===== src/rtl/ts_pkg.sv =====
package ts_pkg;
  localparam int unsigned TS_BYTE_W = 8;
  localparam logic [TS_BYTE_W-1:0] TS_SYNC = 8'h47;

  typedef struct packed {
    logic                 err;
    logic [TS_BYTE_W-1:0] data;
  } ts_entry_t;

  localparam int unsigned TS_ENTRY_W = $bits(ts_entry_t);
endpackage


===== src/rtl/ts_fifo.sv =====
module ts_fifo #(
  parameter int unsigned W     = 9,
  parameter int unsigned DEPTH = 256,
  localparam int unsigned AW   = (DEPTH > 1) ? $clog2(DEPTH) : 1,
  localparam int unsigned CW   = $clog2(DEPTH + 1)
) (
  input  logic          clk,
  input  logic          rst_n,
  input  logic          push,
  input  logic [W-1:0]  din,
  input  logic          pop,
  output logic [W-1:0]  dout,
  output logic          full,
  output logic [CW-1:0] count
);
  localparam logic [AW-1:0] PTR_LAST = AW'(DEPTH - 1);
  localparam logic [CW-1:0] CNT_FULL = CW'(DEPTH);

  logic [W-1:0]  mem [DEPTH];
  logic [AW-1:0] wr_ptr, rd_ptr;
  logic          push_ok;

  assign full    = (count == CNT_FULL);
  assign push_ok = push && !full;
  assign dout    = mem[rd_ptr];

  always_ff @(posedge clk) begin
    if (push_ok) mem[wr_ptr] <= din;
  end

  always_ff @(posedge clk or negedge rst_n) begin
    if (!rst_n) begin
      wr_ptr <= '0;
      rd_ptr <= '0;
      count  <= '0;
    end else begin
      if (push_ok) wr_ptr <= (wr_ptr == PTR_LAST) ? '0 : wr_ptr + 1'b1;
      if (pop)     rd_ptr <= (rd_ptr == PTR_LAST) ? '0 : rd_ptr + 1'b1;
      case ({push_ok, pop})
        2'b10:   count <= count + 1'b1;
        2'b01:   count <= count - 1'b1;
        default: count <= count;
      endcase
    end
  end
endmodule


===== src/rtl/ts_lane.sv =====
module ts_lane #(
  parameter int unsigned BYTE_W = 8,
  localparam int unsigned BIT_W = $clog2(BYTE_W)
) (
  input  logic              ser,
  input  logic [BYTE_W-1:0] cur,
  input  logic [BIT_W-1:0]  bit_idx,
  output logic [BYTE_W-1:0] q
);
  localparam logic [BIT_W-1:0] BIT_LAST = BIT_W'(BYTE_W - 1);

  always_comb begin
    q = cur;
    if (ser) begin
      q    = '0;
      q[0] = cur[BIT_LAST - bit_idx];
    end
  end
endmodule


===== src/rtl/ts_pol.sv =====
module ts_pol #(
  parameter int unsigned N = 3
) (
  input  logic [N-1:0] act,
  input  logic [N-1:0] pol,
  output logic [N-1:0] pin
);
  for (genvar g = 0; g < N; g++) begin : g_bit
    assign pin[g] = act[g] ^ pol[g];
  end
endmodule


===== src/rtl/ts_framer.sv =====
module ts_framer
  import ts_pkg::*;
#(
  parameter int unsigned PKT_LEN = 188,
  localparam int unsigned CNT_W  = $clog2(PKT_LEN),
  localparam int unsigned BIT_W  = $clog2(TS_BYTE_W)
) (
  input  logic                 clk,
  input  logic                 rst_n,
  input  logic                 pkt_ready,
  input  ts_entry_t            head,
  input  logic                 acq,
  input  logic                 ser_mode,
  output logic                 pop,
  output logic                 mode_o,
  output logic [TS_BYTE_W-1:0] data_o,
  output logic                 sync_o,
  output logic                 val_o,
  output logic                 err_o
);
  localparam logic [CNT_W-1:0] BYTE_LAST = CNT_W'(PKT_LEN - 1);
  localparam logic [BIT_W-1:0] BIT_LAST  = BIT_W'(TS_BYTE_W - 1);

  logic                 busy, mode_q, perr_q;
  logic [CNT_W-1:0]     byte_idx;
  logic [BIT_W-1:0]     bit_idx;
  logic [TS_BYTE_W-1:0] cur;
  logic                 byte_end, pkt_end, start;

  assign byte_end = busy && (!mode_q || bit_idx == BIT_LAST);
  assign pkt_end  = byte_end && (byte_idx == BYTE_LAST);
  assign start    = pkt_ready && !acq && (!busy || pkt_end);
  assign pop      = start || (byte_end && !pkt_end);

  always_ff @(posedge clk or negedge rst_n) begin
    if (!rst_n) begin
      busy     <= 1'b0;
      mode_q   <= 1'b0;
      perr_q   <= 1'b0;
      byte_idx <= '0;
      bit_idx  <= '0;
      cur      <= '0;
    end else if (start) begin
      busy     <= 1'b1;
      mode_q   <= ser_mode;
      perr_q   <= head.err;
      byte_idx <= '0;
      bit_idx  <= '0;
      cur      <= TS_SYNC;
    end else if (pkt_end) begin
      busy     <= 1'b0;
      perr_q   <= 1'b0;
      bit_idx  <= '0;
      cur      <= '0;
    end else if (byte_end) begin
      byte_idx <= byte_idx + 1'b1;
      bit_idx  <= '0;
      cur      <= head.data;
    end else if (busy) begin
      bit_idx  <= bit_idx + 1'b1;
    end
  end

  ts_lane #(.BYTE_W(TS_BYTE_W)) u_lane (
    .ser     (mode_q),
    .cur     (cur),
    .bit_idx (bit_idx),
    .q       (data_o)
  );

  assign mode_o = mode_q;
  assign val_o  = busy;
  assign sync_o = busy && (byte_idx == '0) && (bit_idx == '0);
  assign err_o  = busy ? perr_q : acq;
endmodule


===== src/rtl/ts_out_fmt.sv =====
module ts_out_fmt
  import ts_pkg::*;
#(
  parameter int unsigned PKT_LEN    = 188,
  parameter int unsigned FIFO_DEPTH = 256,
  localparam int unsigned CW        = $clog2(FIFO_DEPTH + 1)
) (
  input  logic                 clk,
  input  logic                 rst_n,
  input  logic                 in_valid,
  output logic                 in_ready,
  input  logic [TS_BYTE_W-1:0] in_data,
  input  logic                 in_err,
  input  logic                 acq,
  input  logic                 ser_mode,
  input  logic                 pol_sync,
  input  logic                 pol_val,
  input  logic                 pol_err,
  output logic                 ts_clk,
  output logic [TS_BYTE_W-1:0] ts_data,
  output logic                 ts_sync,
  output logic                 ts_val,
  output logic                 ts_err
);
  ts_entry_t   wr_entry, head;
  logic        fifo_full, pop, frm_mode;
  logic [CW-1:0] fifo_count;
  logic        sync_a, val_a, err_a;
  logic        pkt_ready;

  assign ts_clk   = clk;
  assign wr_entry = '{err: in_err, data: in_data};
  assign in_ready = !fifo_full;
  assign pkt_ready = (fifo_count >= CW'(PKT_LEN));

  ts_fifo #(.W(TS_ENTRY_W), .DEPTH(FIFO_DEPTH)) u_fifo (
    .clk   (clk),
    .rst_n (rst_n),
    .push  (in_valid),
    .din   (wr_entry),
    .pop   (pop),
    .dout  (head),
    .full  (fifo_full),
    .count (fifo_count)
  );

  ts_framer #(.PKT_LEN(PKT_LEN)) u_framer (
    .clk       (clk),
    .rst_n     (rst_n),
    .pkt_ready (pkt_ready),
    .head      (head),
    .acq       (acq),
    .ser_mode  (ser_mode),
    .pop       (pop),
    .mode_o    (frm_mode),
    .data_o    (ts_data),
    .sync_o    (sync_a),
    .val_o     (val_a),
    .err_o     (err_a)
  );

  ts_pol #(.N(3)) u_pol (
    .act ({sync_a, val_a, err_a}),
    .pol ({pol_sync, pol_val, pol_err}),
    .pin ({ts_sync, ts_val, ts_err})
  );
endmodule


===== config.mk =====
export PLATFORM = sky130hd
export DESIGN_NAME = ts_out_fmt
export DESIGN_NICKNAME = d
export VERILOG_FILES = /design/src/rtl/ts_pkg.sv /design/src/rtl/ts_fifo.sv /design/src/rtl/ts_lane.sv /design/src/rtl/ts_pol.sv /design/src/rtl/ts_framer.sv /design/src/rtl/ts_out_fmt.sv
export SDC_FILE = /design/constraint.sdc
export NUM_CORES = 2
export LEC_CHECK = 0
export BUFFER_PORTS_ARGS = -buffer_cell sky130_fd_sc_hd__buf_2
export CORE_MARGIN = 5
export CORE_UTILIZATION = 55
export CTS_CLUSTER_SIZE = 20
export DETAILED_ROUTE_END_ITERATION = 16
export PLACE_DENSITY = 0.73
export SYNTH_ARGS = -nofsm -noshare
export SYNTH_HDL_FRONTEND = slang
export SYNTH_HIERARCHICAL = 1
export SYNTH_SLANG_ARGS = --single-unit

===== constraint.sdc =====
create_clock -name clk -period 3.8 [get_ports clk]
set_clock_uncertainty 0.05 [all_clocks]
set_input_delay 0 -clock clk [delete_from_list [all_inputs] [get_ports clk]]
set_output_delay 0 -clock clk [all_outputs]
set_load 0.01 [all_outputs]

; Word-level counts from Yosys, hierarchy flattened
; Memories as Yosys holds them, arrays and structs flattened.
; Index checks and enable logic that the tools add are counted.
[op_classes]
add_sub_neg = 7
n_lt_le_gt_ge = 2
n_eq_ne = 8
muxes = 22
bitwise_logic = 3
n_reduce_logical = 24
[op_table]
columns = operator, count
row1 = 2-to-1 mux 8 bit, 9
row2 = "adder 8 x 1 -> 8 bit, second input constant", 3
row3 = "equality test 8 bit, second input constant", 3
row4 = case mux 9 bit (2 select lines), 1
row5 = 2-to-1 mux 3 bit, 4
row6 = "adder 9 x 1 -> 9 bit, second input constant", 1
row7 = "equality test 9 bit, second input constant", 1
row8 = "greater-or-equal comparator 9 x 8 -> 1 bit, second input constant", 1
row9 = "subtractor 9 x 1 -> 9 bit, second input constant", 1
row10 = logical AND 1 bit, 8
row11 = zero test 8 bit, 1
row12 = 2-to-1 mux 1 bit, 7
row13 = nonzero test 2 bit, 3
row14 = zero test 1 bit, 5
row15 = "< comparator 3 x 4 -> 1 bit, second input constant", 1
row16 = nonzero test 4 bit, 1
row17 = "adder 3 x 1 -> 3 bit, second input constant", 1
row18 = binary-select mux 1 bit (select 3 bit), 1
row19 = "equality test 3 bit, second input constant", 1
row20 = zero test 3 bit, 1
row21 = logical OR 1 bit, 3
row22 = nonzero test 3 bit, 1
row23 = "subtractor 3 bit, first input constant", 1
row24 = XOR 1 bit, 3
row25 = other kinds (4), 4
[word_totals]
register_bits = 47
mem_bits_rw = 2304
in_bits = 17
word_cells = 76
memories = 1
[memory_table]
columns = name, depth, word_bits, read_ports, rd_clocked_by_memory_dff, write_ports, line_no
row1 = u_fifo.mem, 256, 9, 1, 0, 1, ts_fifo.sv:19  ; logic [W-1:0] mem [DEPTH];

; Depth between registers and ports, before layout
[logic_depth]
ltp_word = 9
ltp_mapped = 16

; By module
; The synthesis kept the hierarchy.
[modules_own_cells]
columns = mod, instances, cells_each, area_each_um2
row1 = ts_fifo, 1, 4402, 91272.5
row2 = ts_framer, 1, 109, 1164.9
row3 = ts_lane, 1, 15, 131.4
row4 = ts_out_fmt, 1, 4, 28.8
row5 = ts_pol, 1, 3, 26.3

==> metrics.txt <==
CTS clk-pin slew, worst paths=60 ps; Synth Area in Simple Gates=0.0293; CP endpoint=u_framer/cur[3]; GP Congestion=0.919; Post-Syn Nets=4,563; leak pwr=34.0 nW; Yosys reg bits=2,351; Final Core Density=0.626; Int Power=41.1 mW; total die area=177,000 µm²; Synth top area share=0.747; Hold Worst Slack=62.6 ps; XOR/XNOR Fraction of Synth Area=0.00217; Core ar.=167,000 µm²; Distinct cells, synth=90; pwr dens=499 nW/µm²; Final ANT Viol Nets=0; area leader, netlist=edfxtp_1; synth warn=6; crit-path max FO=20; Starting Density=0.554; Clock Power Share=0.413; Global Route Usage Sum=0.285; final max-slew violation count=0; Worst-Skew Late Latency=990 ps; synthesized cell area=92,600 µm²; pin count of the biggest net entering global routing=135; required time of the critical path=4670 ps; Gate Count Post-Synth=4,533; unrepaired setup endpoints after global routing=true; I/O Pins=30; FF-to-FF setup slack=60 ps; CP Launch Type=flip-flop; Crit path largest cell delay=980 ps; Setup CP Type=flip-flop to flip-flop; width of the die=420 µm; antenna violations before repair=2; Crit. End Element=flip-flop; Post-DP HPWL=156,000 µm; maxcap violations=0; port buffer count=29; vias per std cell=6.78; delay-heaviest family, CP=compound AO/OA/AOI/OAI gates; CTS tree=built; CP bufs+invs=1; final WL=249,000 µm; Arr. time, crit path=4610 ps; min cycle time layout=3740 ps; Layout Area Growth over Synthesis=13.0%; CP cell instances=nor2b_4, a22oi_1, a31o_2, a21oi_1, o32ai_1, buf_4, a221oi_2, a22o_1; main combinational cell family by area after synthesis=multiplexers; worst reg2reg startpoint=u_fifo/rd_ptr[3]; initial detailed-routing violation count=7,504; Post-synth EDFFs=2,304; reg2reg path depth=8; Synth area leaders=edfxtp_1 75%, mux4_2 11%, mux2i_1 2.5%; final hold vios=0; maximum vdd drop=0.000502 V; syn avg cell area=20.4 µm²; vias in the first global route=48,300; post-synthesis sequential area ratio=0.760; Post-synth ARST share=0.0200; die height=420 µm; fin crit share=0.983; fraction of layout cells with a size suffix above 1=0.245; Slew @ Worst Pin=1260 ps; cell at the slowest stage of the critical path=nor2b_4; Synth Area in Compound Gates=0.0394; Crit. path cell count=8; DR pass1 iterations=7; Worst Hold Class=primary input to flip-flop; Cell Rows=150; Adder-Cell Fraction of Synth Area=0.00176; post-route worst setup slack=64.7 ps; nets@finish=4,919; ys flop type=edfxtp_1; first-pass GRT wire length=357,000 µm; setup violators final=0; Setup WS pre-CTS=-6.34 ps; Sw Ratio=0.213; sequential power share=0.552; DR WL/cell=34.3 µm; Worst setup startpoint=u_fifo/rd_ptr[3]; f_max=268 MHz; Psw=11.1 mW; status=completed; Vias=49,300; Logic pwr share=0.035; Reg-to-Reg End=u_framer/cur[3]; Remaining DRCs=0; gr ovfl total=0; post-synthesis mux area share=0.147; Max-slew headroom=0.159
## power by group through the flow
stage	Combinational (mW)	Clock (mW)	Sequential [mW]
floorplan	0.655	0.0217	29.4
global placement	1.69	0.0159	29.4
detailed placement	1.74	0.0159	29.4
CTS	1.75	21.8	28.8
global route	1.89	23.0	28.9
finish	1.81	21.6	28.9
## placed cells by master (no fill, tap or decap), drive strengths merged, types with 58 or more instances in the layout
master  netlist  layout
a21oi        89      89
a22oi       107     107
buf         183     380
clkbuf       94     274
clkinv        0     104
edfxtp     2304    2304
mux2i       233     233
mux4        485     485
nand2       123     123
nor2        302     302
o21ai        58      58
## registers in the layout, summed over array words and instances, names as in the netlist
signal / flops
u_fifo/wr_ptr: 8
u_fifo/rd_ptr: 8
u_fifo/mem: 2304
u_framer/mode_o: 1
u_framer/cur: 8
u_framer/bit_idx: 3
u_framer/byte_idx: 8
u_framer/perr_q: 1
u_fifo/count: 9
u_framer/val_o: 1
## layout make-up
| cell class | instances | area [µm²] |
|---|---|---|
| inverters | 20 | 77.6 |
| repair buffers | 405 | 3790 |
| multi-input cells | 1885 | 20500 |
| well taps | 2204 | 2760 |
| fillers | 11000 | 62600 |
| diodes | 4 | 10.0 |
| clock buffers | 266 | 5810 |
| clock inverters | 137 | 1310 |
| flip-flops and latches | 2351 | 70400 |
## cell usage after synthesis (25+ instances only)
cell and number:
edfxtp_1 2304, mux4_2 453, nor2_1 302, mux2i_1 232, nand2_1 123, a22oi_1 107, clkbuf_1 92, a21oi_1 88
buf_2 67, buf_4 60, nand3_1 54, o21ai_0 54, dfrtp_1 47, a221oi_1 46, mux4_1 32, o221ai_1 28
nor2b_1 25
## metal layers
layer  vias up  wire [µm]  track usage
li1      19500          -            -
met1     25600      90200        0.396
met2      3506     113000        0.425
met3       648      32700       0.0836
met4         0      13000        0.129
met5         -          0            0
## worst min-delay path by stage
stage	slack, ps	startpoint	cells past startpoint	endpoint
4_1_cts	20	in_data[0]	2	u_fifo/mem[128][0]
6_report	60	in_data[0]	2	u_fifo/mem[129][0]
3_5_place_dp	-40	rst_n	1	u_fifo/count[3]
5_1_grt	70	in_data[0]	2	u_fifo/mem[128][0]
3_3_place_gp	-50	rst_n	1	u_fifo/count[6]
2_1_floorplan	-350	rst_n	0	u_fifo/count[0]
## cells by family (layout without fill, tap and decap cells)
logic type / Yosys count / after routing
AND/OR/NAND/NOR: 605 / 605
multiplexers: 738 / 738
adder cells (fa/ha/maj): 13 / 13
XOR/XNOR: 23 / 23
AO/OA/AOI/OAI: 506 / 506
flip-flops: 2351 / 2351
other: 0 / 4
buffers and inverters: 297 / 828
## timing repair
| action | CTS | global route |
|---|---|---|
| pin swaps | 0 | 1 |
| hold buffers | 17 | 0 |
| buffers inserted | 1 | 6 |
| endpoints found under the setup margin | 3 | 4 |
| hold endpoints to repair | 1887 | 0 |
| resized for setup | 1 | 5 |
| cloned | 0 | 0 |
## through the flow
stage	instance area, µm²	TNS, ps	std cells	power (mW)
after floorplan	92700	0	4533	30.0
after global placement	97300	-16.2	6842	31.1
after detailed placement	97300	-6.34	6842	31.2
after CTS	105000	0	7262	52.4
after global routing	105000	-70.2	7268	53.7
final	105000	0	7272	52.2
Note: power is estimated with default switching activity, not from simulation.
